File: src/rtl/mmt_pkg.sv
package mmt_pkg;

   // Register offsets (byte addresses)
   localparam logic [7:0] OFS_CMP   = 8'h00;
   localparam logic [7:0] OFS_COUNT = 8'h04;
   localparam logic [7:0] OFS_CTRL  = 8'h08;
   localparam logic [7:0] OFS_CLR   = 8'h0C;
   localparam logic [7:0] OFS_DIV   = 8'h10;
   localparam logic [7:0] OFS_STAT  = 8'h14;

   // Control register fields
   typedef struct packed {
      logic auto_rst;   // bit 1
      logic run;        // bit 0
   } ctrl_t;

endpackage

File: src/rtl/mmt_regs.sv
module mmt_regs
   import mmt_pkg::*;
#(
   parameter int DATA_W   = 32,
   parameter int ADDR_W   = 5,
   parameter int CNT_W    = 32,
   parameter int DIV_W    = 2,
   parameter int PEND_BIT = 10
) (
   input  logic              clk_i,
   input  logic              rst_ni,
   input  logic [ADDR_W-1:0] addr_i,
   input  logic              wr_en_i,
   input  logic [DATA_W-1:0] wr_data_i,
   input  logic [CNT_W-1:0]  cnt_i,
   input  logic              pend_i,
   output logic [CNT_W-1:0]  cmp_o,
   output ctrl_t             ctrl_o,
   output logic [DIV_W-1:0]  div_o,
   output logic              clr_req_o,
   output logic [DATA_W-1:0] rd_data_o
);

   logic              hit_cmp, hit_ctrl, hit_div, hit_clr;
   logic [DATA_W-1:0] cnt_ext, cmp_ext, ctrl_ext, div_ext, stat_w;

   assign hit_cmp  = wr_en_i && (addr_i == ADDR_W'(OFS_CMP));
   assign hit_ctrl = wr_en_i && (addr_i == ADDR_W'(OFS_CTRL));
   assign hit_div  = wr_en_i && (addr_i == ADDR_W'(OFS_DIV));
   assign hit_clr  = wr_en_i && (addr_i == ADDR_W'(OFS_CLR));

   assign clr_req_o = hit_clr;

   always_ff @(posedge clk_i or negedge rst_ni) begin
      if (!rst_ni) begin
         cmp_o  <= '0;
         ctrl_o <= '0;
         div_o  <= '0;
      end else begin
         if (hit_cmp)  cmp_o  <= wr_data_i[CNT_W-1:0];
         if (hit_ctrl) ctrl_o <= ctrl_t'(wr_data_i[1:0]);
         if (hit_div)  div_o  <= wr_data_i[DIV_W-1:0];
      end
   end

   // Zero-extend counter-width values onto the data bus
   generate
      if (CNT_W == DATA_W) begin : g_full
         assign cnt_ext = cnt_i;
         assign cmp_ext = cmp_o;
      end else begin : g_pad
         assign cnt_ext = {{(DATA_W-CNT_W){1'b0}}, cnt_i};
         assign cmp_ext = {{(DATA_W-CNT_W){1'b0}}, cmp_o};
      end
   endgenerate

   assign ctrl_ext = {{(DATA_W-2){1'b0}}, ctrl_o};
   assign div_ext  = {{(DATA_W-DIV_W){1'b0}}, div_o};

   always_comb begin
      stat_w           = '0;
      stat_w[PEND_BIT] = pend_i;
   end

   always_comb begin
      case (addr_i)
         ADDR_W'(OFS_CMP):   rd_data_o = cmp_ext;
         ADDR_W'(OFS_COUNT): rd_data_o = cnt_ext;
         ADDR_W'(OFS_CTRL):  rd_data_o = ctrl_ext;
         ADDR_W'(OFS_DIV):   rd_data_o = div_ext;
         ADDR_W'(OFS_STAT):  rd_data_o = stat_w;
         default:            rd_data_o = '0;
      endcase
   end

endmodule

File: src/rtl/mmt_presc.sv
module mmt_presc #(
   parameter int DIV_W = 2
) (
   input  logic             clk_i,
   input  logic             rst_ni,
   input  logic             run_i,
   input  logic [DIV_W-1:0] div_i,
   output logic             tick_o
);

   logic [DIV_W-1:0] phase_q;

   // ">=" keeps the divider sane when div_i shrinks mid-period
   assign tick_o = run_i && (phase_q >= div_i);

   always_ff @(posedge clk_i or negedge rst_ni) begin
      if (!rst_ni)      phase_q <= '0;
      else if (!run_i)  phase_q <= '0;
      else if (tick_o)  phase_q <= '0;
      else              phase_q <= phase_q + 1'b1;
   end

endmodule

File: src/rtl/mmt_core.sv
module mmt_core #(
   parameter int CNT_W   = 32,
   parameter int CLR_DLY = 3
) (
   input  logic             clk_i,
   input  logic             rst_ni,
   input  logic             tick_i,
   input  logic             auto_i,
   input  logic [CNT_W-1:0] cmp_i,
   input  logic             clr_req_i,
   output logic [CNT_W-1:0] cnt_o,
   output logic             pend_o,
   output logic             irq_o
);

   localparam int DW = $clog2(CLR_DLY + 1);

   logic [DW-1:0]    dly_q;
   logic             clr_fire;
   logic             restart;
   logic [CNT_W-1:0] cnt_nxt;

   assign pend_o   = (dly_q != '0);
   assign clr_fire = (dly_q == DW'(1));
   assign restart  = auto_i && (cnt_o == cmp_i);
   assign cnt_nxt  = restart ? '0 : cnt_o + 1'b1;

   // Posted clear: reload on request, count down to the zeroing edge
   always_ff @(posedge clk_i or negedge rst_ni) begin
      if (!rst_ni)        dly_q <= '0;
      else if (clr_req_i) dly_q <= DW'(CLR_DLY);
      else if (pend_o)    dly_q <= dly_q - 1'b1;
   end

   always_ff @(posedge clk_i or negedge rst_ni) begin
      if (!rst_ni)       cnt_o <= '0;
      else if (clr_fire) cnt_o <= '0;
      else if (tick_i)   cnt_o <= cnt_nxt;
   end

   always_ff @(posedge clk_i or negedge rst_ni) begin
      if (!rst_ni) irq_o <= 1'b0;
      else         irq_o <= tick_i && !clr_fire && (cnt_nxt == cmp_i);
   end

endmodule

File: src/rtl/match_tmr.sv
module match_tmr
   import mmt_pkg::*;
#(
   parameter int DATA_W   = 32,
   parameter int ADDR_W   = 5,
   parameter int CNT_W    = 32,
   parameter int DIV_W    = 2,
   parameter int CLR_DLY  = 3,
   parameter int PEND_BIT = 10
) (
   input  logic              clk_i,
   input  logic              rst_ni,
   input  logic [ADDR_W-1:0] addr_i,
   input  logic              wr_en_i,
   input  logic [DATA_W-1:0] wr_data_i,
   output logic [DATA_W-1:0] rd_data_o,
   output logic              irq_o
);

   generate
      if (CNT_W > DATA_W || CNT_W < 2) begin : g_bad_cnt
         $error("match_tmr: CNT_W must be 2..DATA_W");
      end
      if (ADDR_W < 5) begin : g_bad_addr
         $error("match_tmr: ADDR_W must reach offset 0x14");
      end
      if (CLR_DLY < 1) begin : g_bad_dly
         $error("match_tmr: CLR_DLY must be at least 1");
      end
      if (PEND_BIT >= DATA_W || DIV_W < 1 || DIV_W > DATA_W) begin : g_bad_fld
         $error("match_tmr: field position out of range");
      end
   endgenerate

   logic [CNT_W-1:0] cmp_q;
   logic [CNT_W-1:0] cnt_q;
   ctrl_t            ctrl_q;
   logic [DIV_W-1:0] div_q;
   logic             clr_req;
   logic             pend_w;
   logic             tick_w;

   mmt_regs #(
      .DATA_W(DATA_W), .ADDR_W(ADDR_W), .CNT_W(CNT_W),
      .DIV_W(DIV_W), .PEND_BIT(PEND_BIT)
   ) u_regs (
      .clk_i    (clk_i),
      .rst_ni   (rst_ni),
      .addr_i   (addr_i),
      .wr_en_i  (wr_en_i),
      .wr_data_i(wr_data_i),
      .cnt_i    (cnt_q),
      .pend_i   (pend_w),
      .cmp_o    (cmp_q),
      .ctrl_o   (ctrl_q),
      .div_o    (div_q),
      .clr_req_o(clr_req),
      .rd_data_o(rd_data_o)
   );

   mmt_presc #(.DIV_W(DIV_W)) u_presc (
      .clk_i (clk_i),
      .rst_ni(rst_ni),
      .run_i (ctrl_q.run),
      .div_i (div_q),
      .tick_o(tick_w)
   );

   mmt_core #(.CNT_W(CNT_W), .CLR_DLY(CLR_DLY)) u_core (
      .clk_i    (clk_i),
      .rst_ni   (rst_ni),
      .tick_i   (tick_w),
      .auto_i   (ctrl_q.auto_rst),
      .cmp_i    (cmp_q),
      .clr_req_i(clr_req),
      .cnt_o    (cnt_q),
      .pend_o   (pend_w),
      .irq_o    (irq_o)
   );

endmodule

File: config.mk
export PLATFORM = sky130hd
export DESIGN_NAME = match_tmr
export DESIGN_NICKNAME = d
export VERILOG_FILES = /design/src/rtl/mmt_pkg.sv /design/src/rtl/mmt_regs.sv /design/src/rtl/mmt_presc.sv /design/src/rtl/mmt_core.sv /design/src/rtl/match_tmr.sv
export SDC_FILE = /design/constraint.sdc
export NUM_CORES = 1
export LEC_CHECK = 0
export BUFFER_PORTS_ARGS = -buffer_cell sky130_fd_sc_hd__buf_2
export CAP_MARGIN = 20
export CORE_MARGIN = 3
export CORE_UTILIZATION = 64
export CTS_CLUSTER_SIZE = 20
export DETAILED_ROUTE_END_ITERATION = 8
export MAX_ROUTING_LAYER = met4
export PLACE_DENSITY = 0.87
export REMOVE_ABC_BUFFERS = 1
export SYNTH_ARGS = -nofsm -noshare
export SYNTH_HDL_FRONTEND = slang
export SYNTH_HIERARCHICAL = 1
export SYNTH_SLANG_ARGS = --single-unit
File: constraint.sdc
create_clock -name clk_i -period 7 [get_ports clk_i]
set_clock_uncertainty 0.15 [all_clocks]
set_input_delay 0.7 -clock clk_i [delete_from_list [all_inputs] [get_ports clk_i]]
set_output_delay 0.7 -clock clk_i [all_outputs]
set_load 0.05 [all_outputs]
==> impl_metrics.toml <==
[synth]
yosysSeqAreaShare_pct = 32.5
yosysTopAreaCell = "dfrtp_1"
synth_ff_type = "dfrtp_1"
synth.avg_cell_area_sq_um = 9.44
synth_edf_count = 0
synth-seq-cells = 73
synth_cells = 596
yosys_warnings = 6
synth_most_common_cell = "dfrtp_1"
synth_cell_type_count = 70
synthTopCellsByArea = "dfrtp_1 (32%), mux2_4 (8.0%), xor2_1 (5.9%)"
synth_area_sq_um = 5630
netlist.area_leader.share_pct = 32.5
async_flop_share_pct = 100
ys_top_cells_by_count = "dfrtp_1 (73), nor2_1 (43), xor2_1 (38), a21oi_1 (35)"

[power]
pwr-share-comb_pct = 27.5
worst_ir_drop_vdd_v = 0.000220
pwr-share-clk_pct = 30.2
pwr-share-seq_pct = 42.3
p_int_uw = 890
power_density_nw_per_um2 = 224
p_leak_uw = 0.00282
p_switching_uw = 481
p_sw_share_pct = 35.1

[clock_tree]
tritoncts = "yes"
cts_hold_buf = 0
h-tree-depth = 3
clockRootBuffer = "clkbuf_8"
worstSkewPairLatency_ps = 350
cts_max_path_buffers = 2
ctsResizeCount = 0
cts_made_buffers = 9
numClockSinks = 73
clk_pin_slew_worst_paths_ps = 80
cts_setup_buffers = 0

[worst_setup_path]
endpoint_kind = "flop"
path_cells = "inv_1 > ha_1 > nand2b_1 > a21oi_2 > nor2b_1 > buf_4 > inv_1 > a2111o_1 > a221oi_1 > o21ai_0 > a2111oi_0 > nand3_1 > a2111oi_2 > and4b_1"
crit_buf_inv = 3
slowest_stage = "a2111o_1"
cp_num_cells = 14
rr_worst_depth = 14
startpoint_type = "flop"
crit_fanout = 27
timing.reg2reg.setup_slack_ps = 3240
max_stage_delay_ps = 430
cp_common_cell = "inv_1"
critical_path_required_ps = 7150
crit_arrival_ps = 3900
critical_path.top_delay_family = "compound AO/OA/AOI/OAI gates"
worst-setup-path-type = "flop to flop"

[status]
run_status = "completed"

[global_route]
grt-busiest-layer = "met2"
met2_usage_pct = 49.4
grt_pass1_wl_mm = 25.7
globalRouteMet3Util_pct = 6.67
grt_use_met1_pct = 45.7
overflow = 0
grt_pass1_vias = 4948
gr-usage-all-layers_pct = 33.9
grt_start_max_net_pins = 74
antenna_found_initial = 0

[floorplan]
die_h_um = 99.8
die-area_sq_um = 9960
core_area_sq_um = 8380
die_x_um = 99.8
initial_core_util_pct = 67.2
io_pins = 73
num_rows = 33

[routing]
drcViolationCount = 0
dr.pass1.iters = 5
via_count = 5122
viasPerCell = 6.88
drtIter0Drc = 487
routed_wl_mm = 16.3
drt.antenna.violating_nets = 0
post_drt_wl_per_cell_um = 21.9

[cells_and_area]
antenna_cells = 0
utilization_pct = 73.1
area_growth_pct = 8.87
drive_above_1_share_pct = 24.5
nets = 680
fillers = 641
final_area_sq_um = 6130

[place]
portBuffers = 72
dpl.hpwl_mm = 11.0
gp_congestion = 1.02
placed_area_sq_um = 5860

[sta]
hold_viol = 0
setup_viol = 0
max_freq_ghz = 0.266
tns_ps = 0
period_minus_slack_ps = 3760
holdWs_ps = 326
finalMaxSlewViolations = 0
rsz0062_at_grt = "no"
slew_headroom_pct = 39.6
fin_crit_sh_pct = 53.6
tightest_slew_ps = 906

[worst_hold_path]
hold_path_class = "input port to async pin"

[flow_run]
drv_cap = 0
-- cells by family after synthesis --
| kind of cell | after synthesis | synth area share (%) |
|---|---|---|
| and+or+nand+nor | 207 | 22.1 |
| AOI/OAI and AO/OA | 132 | 16.2 |
| DFF | 73 | 32.5 |
| xor gates and xnor gates | 68 | 10.7 |
| buffers and inverters | 66 | 6.62 |
| muxes | 45 | 10.8 |
| adders and majority gates | 5 | 1.11 |
-- path summary, 6_finish.rpt --
| kind | start | to |
|---|---|---|
| setup / recovery | u_presc/phase_q[0]$_DFF_PN0_ | u_core/irq_o$_DFF_PN0_ |
| hold / removal | rst_ni | u_regs/cmp_o[9]$_DFFE_PN0P_ |
| setup reg to reg | u_presc/phase_q[0]$_DFF_PN0_ | u_core/irq_o$_DFF_PN0_ |
| hold reg to reg | u_core/dly_q[1]$_DFFE_PN0P_ | u_core/dly_q[1]$_DFFE_PN0P_ |
| max in group asynchronous | rst_ni | u_core/cnt_o[21]$_DFFE_PN0P_ |
| min in group clk_i | u_core/dly_q[1]$_DFFE_PN0P_ | u_core/dly_q[1]$_DFFE_PN0P_ |
-- layout make-up --
class / instances / area [sq um] / share of cell area, %
Sequential cell: 73 / 1830 / 29.8
Multi-Input combinational cell: 457 / 3440 / 56.1
Timing Repair Buffer: 79 / 432 / 7.04
Clock buffer: 11 / 141 / 2.31
Clock inverter: 5 / 103 / 1.67
Inverter: 15 / 56.3 / 0.919
Tap cell: 105 / 131 / 2.14
-- sequential cells by signal (all words and copies together) (netlist names) --
register and count:
u_core/cnt_o 32, u_regs/cmp_o 32, u_core/dly_q 2, u_presc/phase_q 2, u_regs/ctrl_o 2, u_regs/div_o 2
u_core/irq_o 1
-- power groups by stage --
stage	registers [uW]	logic [uW]	clock network [uW]
global placement	578	351	0
detailed placement	582	365	0
finish	580	377	414
CTS	576	368	417
global route	588	404	436
floorplan	548	262	0
-- metrics by stage --
step	cells	total power (uW)	worst slack, ps
floorplan	545	810	3250
global placement	727	929	3520
detailed placement	728	948	3410
CTS	744	1360	3370
global route	745	1430	2960
finish	745	1370	3240
-- cells in the final DEF (no fill, tap or decap), types with 7 or more instances in the layout --
cell / netlist / routed
and3_1: 11 / 11
mux2i_1: 7 / 7
o21ai_0: 30 / 30
nor3_1: 24 / 24
a22o_1: 29 / 29
nand3b_1: 10 / 10
nor2_1: 43 / 43
mux2_4: 30 / 30
mux2_2: 8 / 8
xnor2_1: 29 / 29
inv_1: 15 / 15
clkbuf_8: 0 / 10
a21oi_1: 35 / 35
dfrtp_1: 73 / 73
buf_2: 17 / 71
nand2_1: 26 / 26
nand4_1: 13 / 13
nor4_1: 13 / 13
xor2_1: 38 / 38
nand3_1: 17 / 17
-- routing by layer --
layer	up-vias	share of wire, %
met5	-	0
met4	0	3.6
met3	67	9.9
met2	367	44
met1	2440	42
li1	2248	-
No activity file was read; power rests on OpenSTA's default activity.
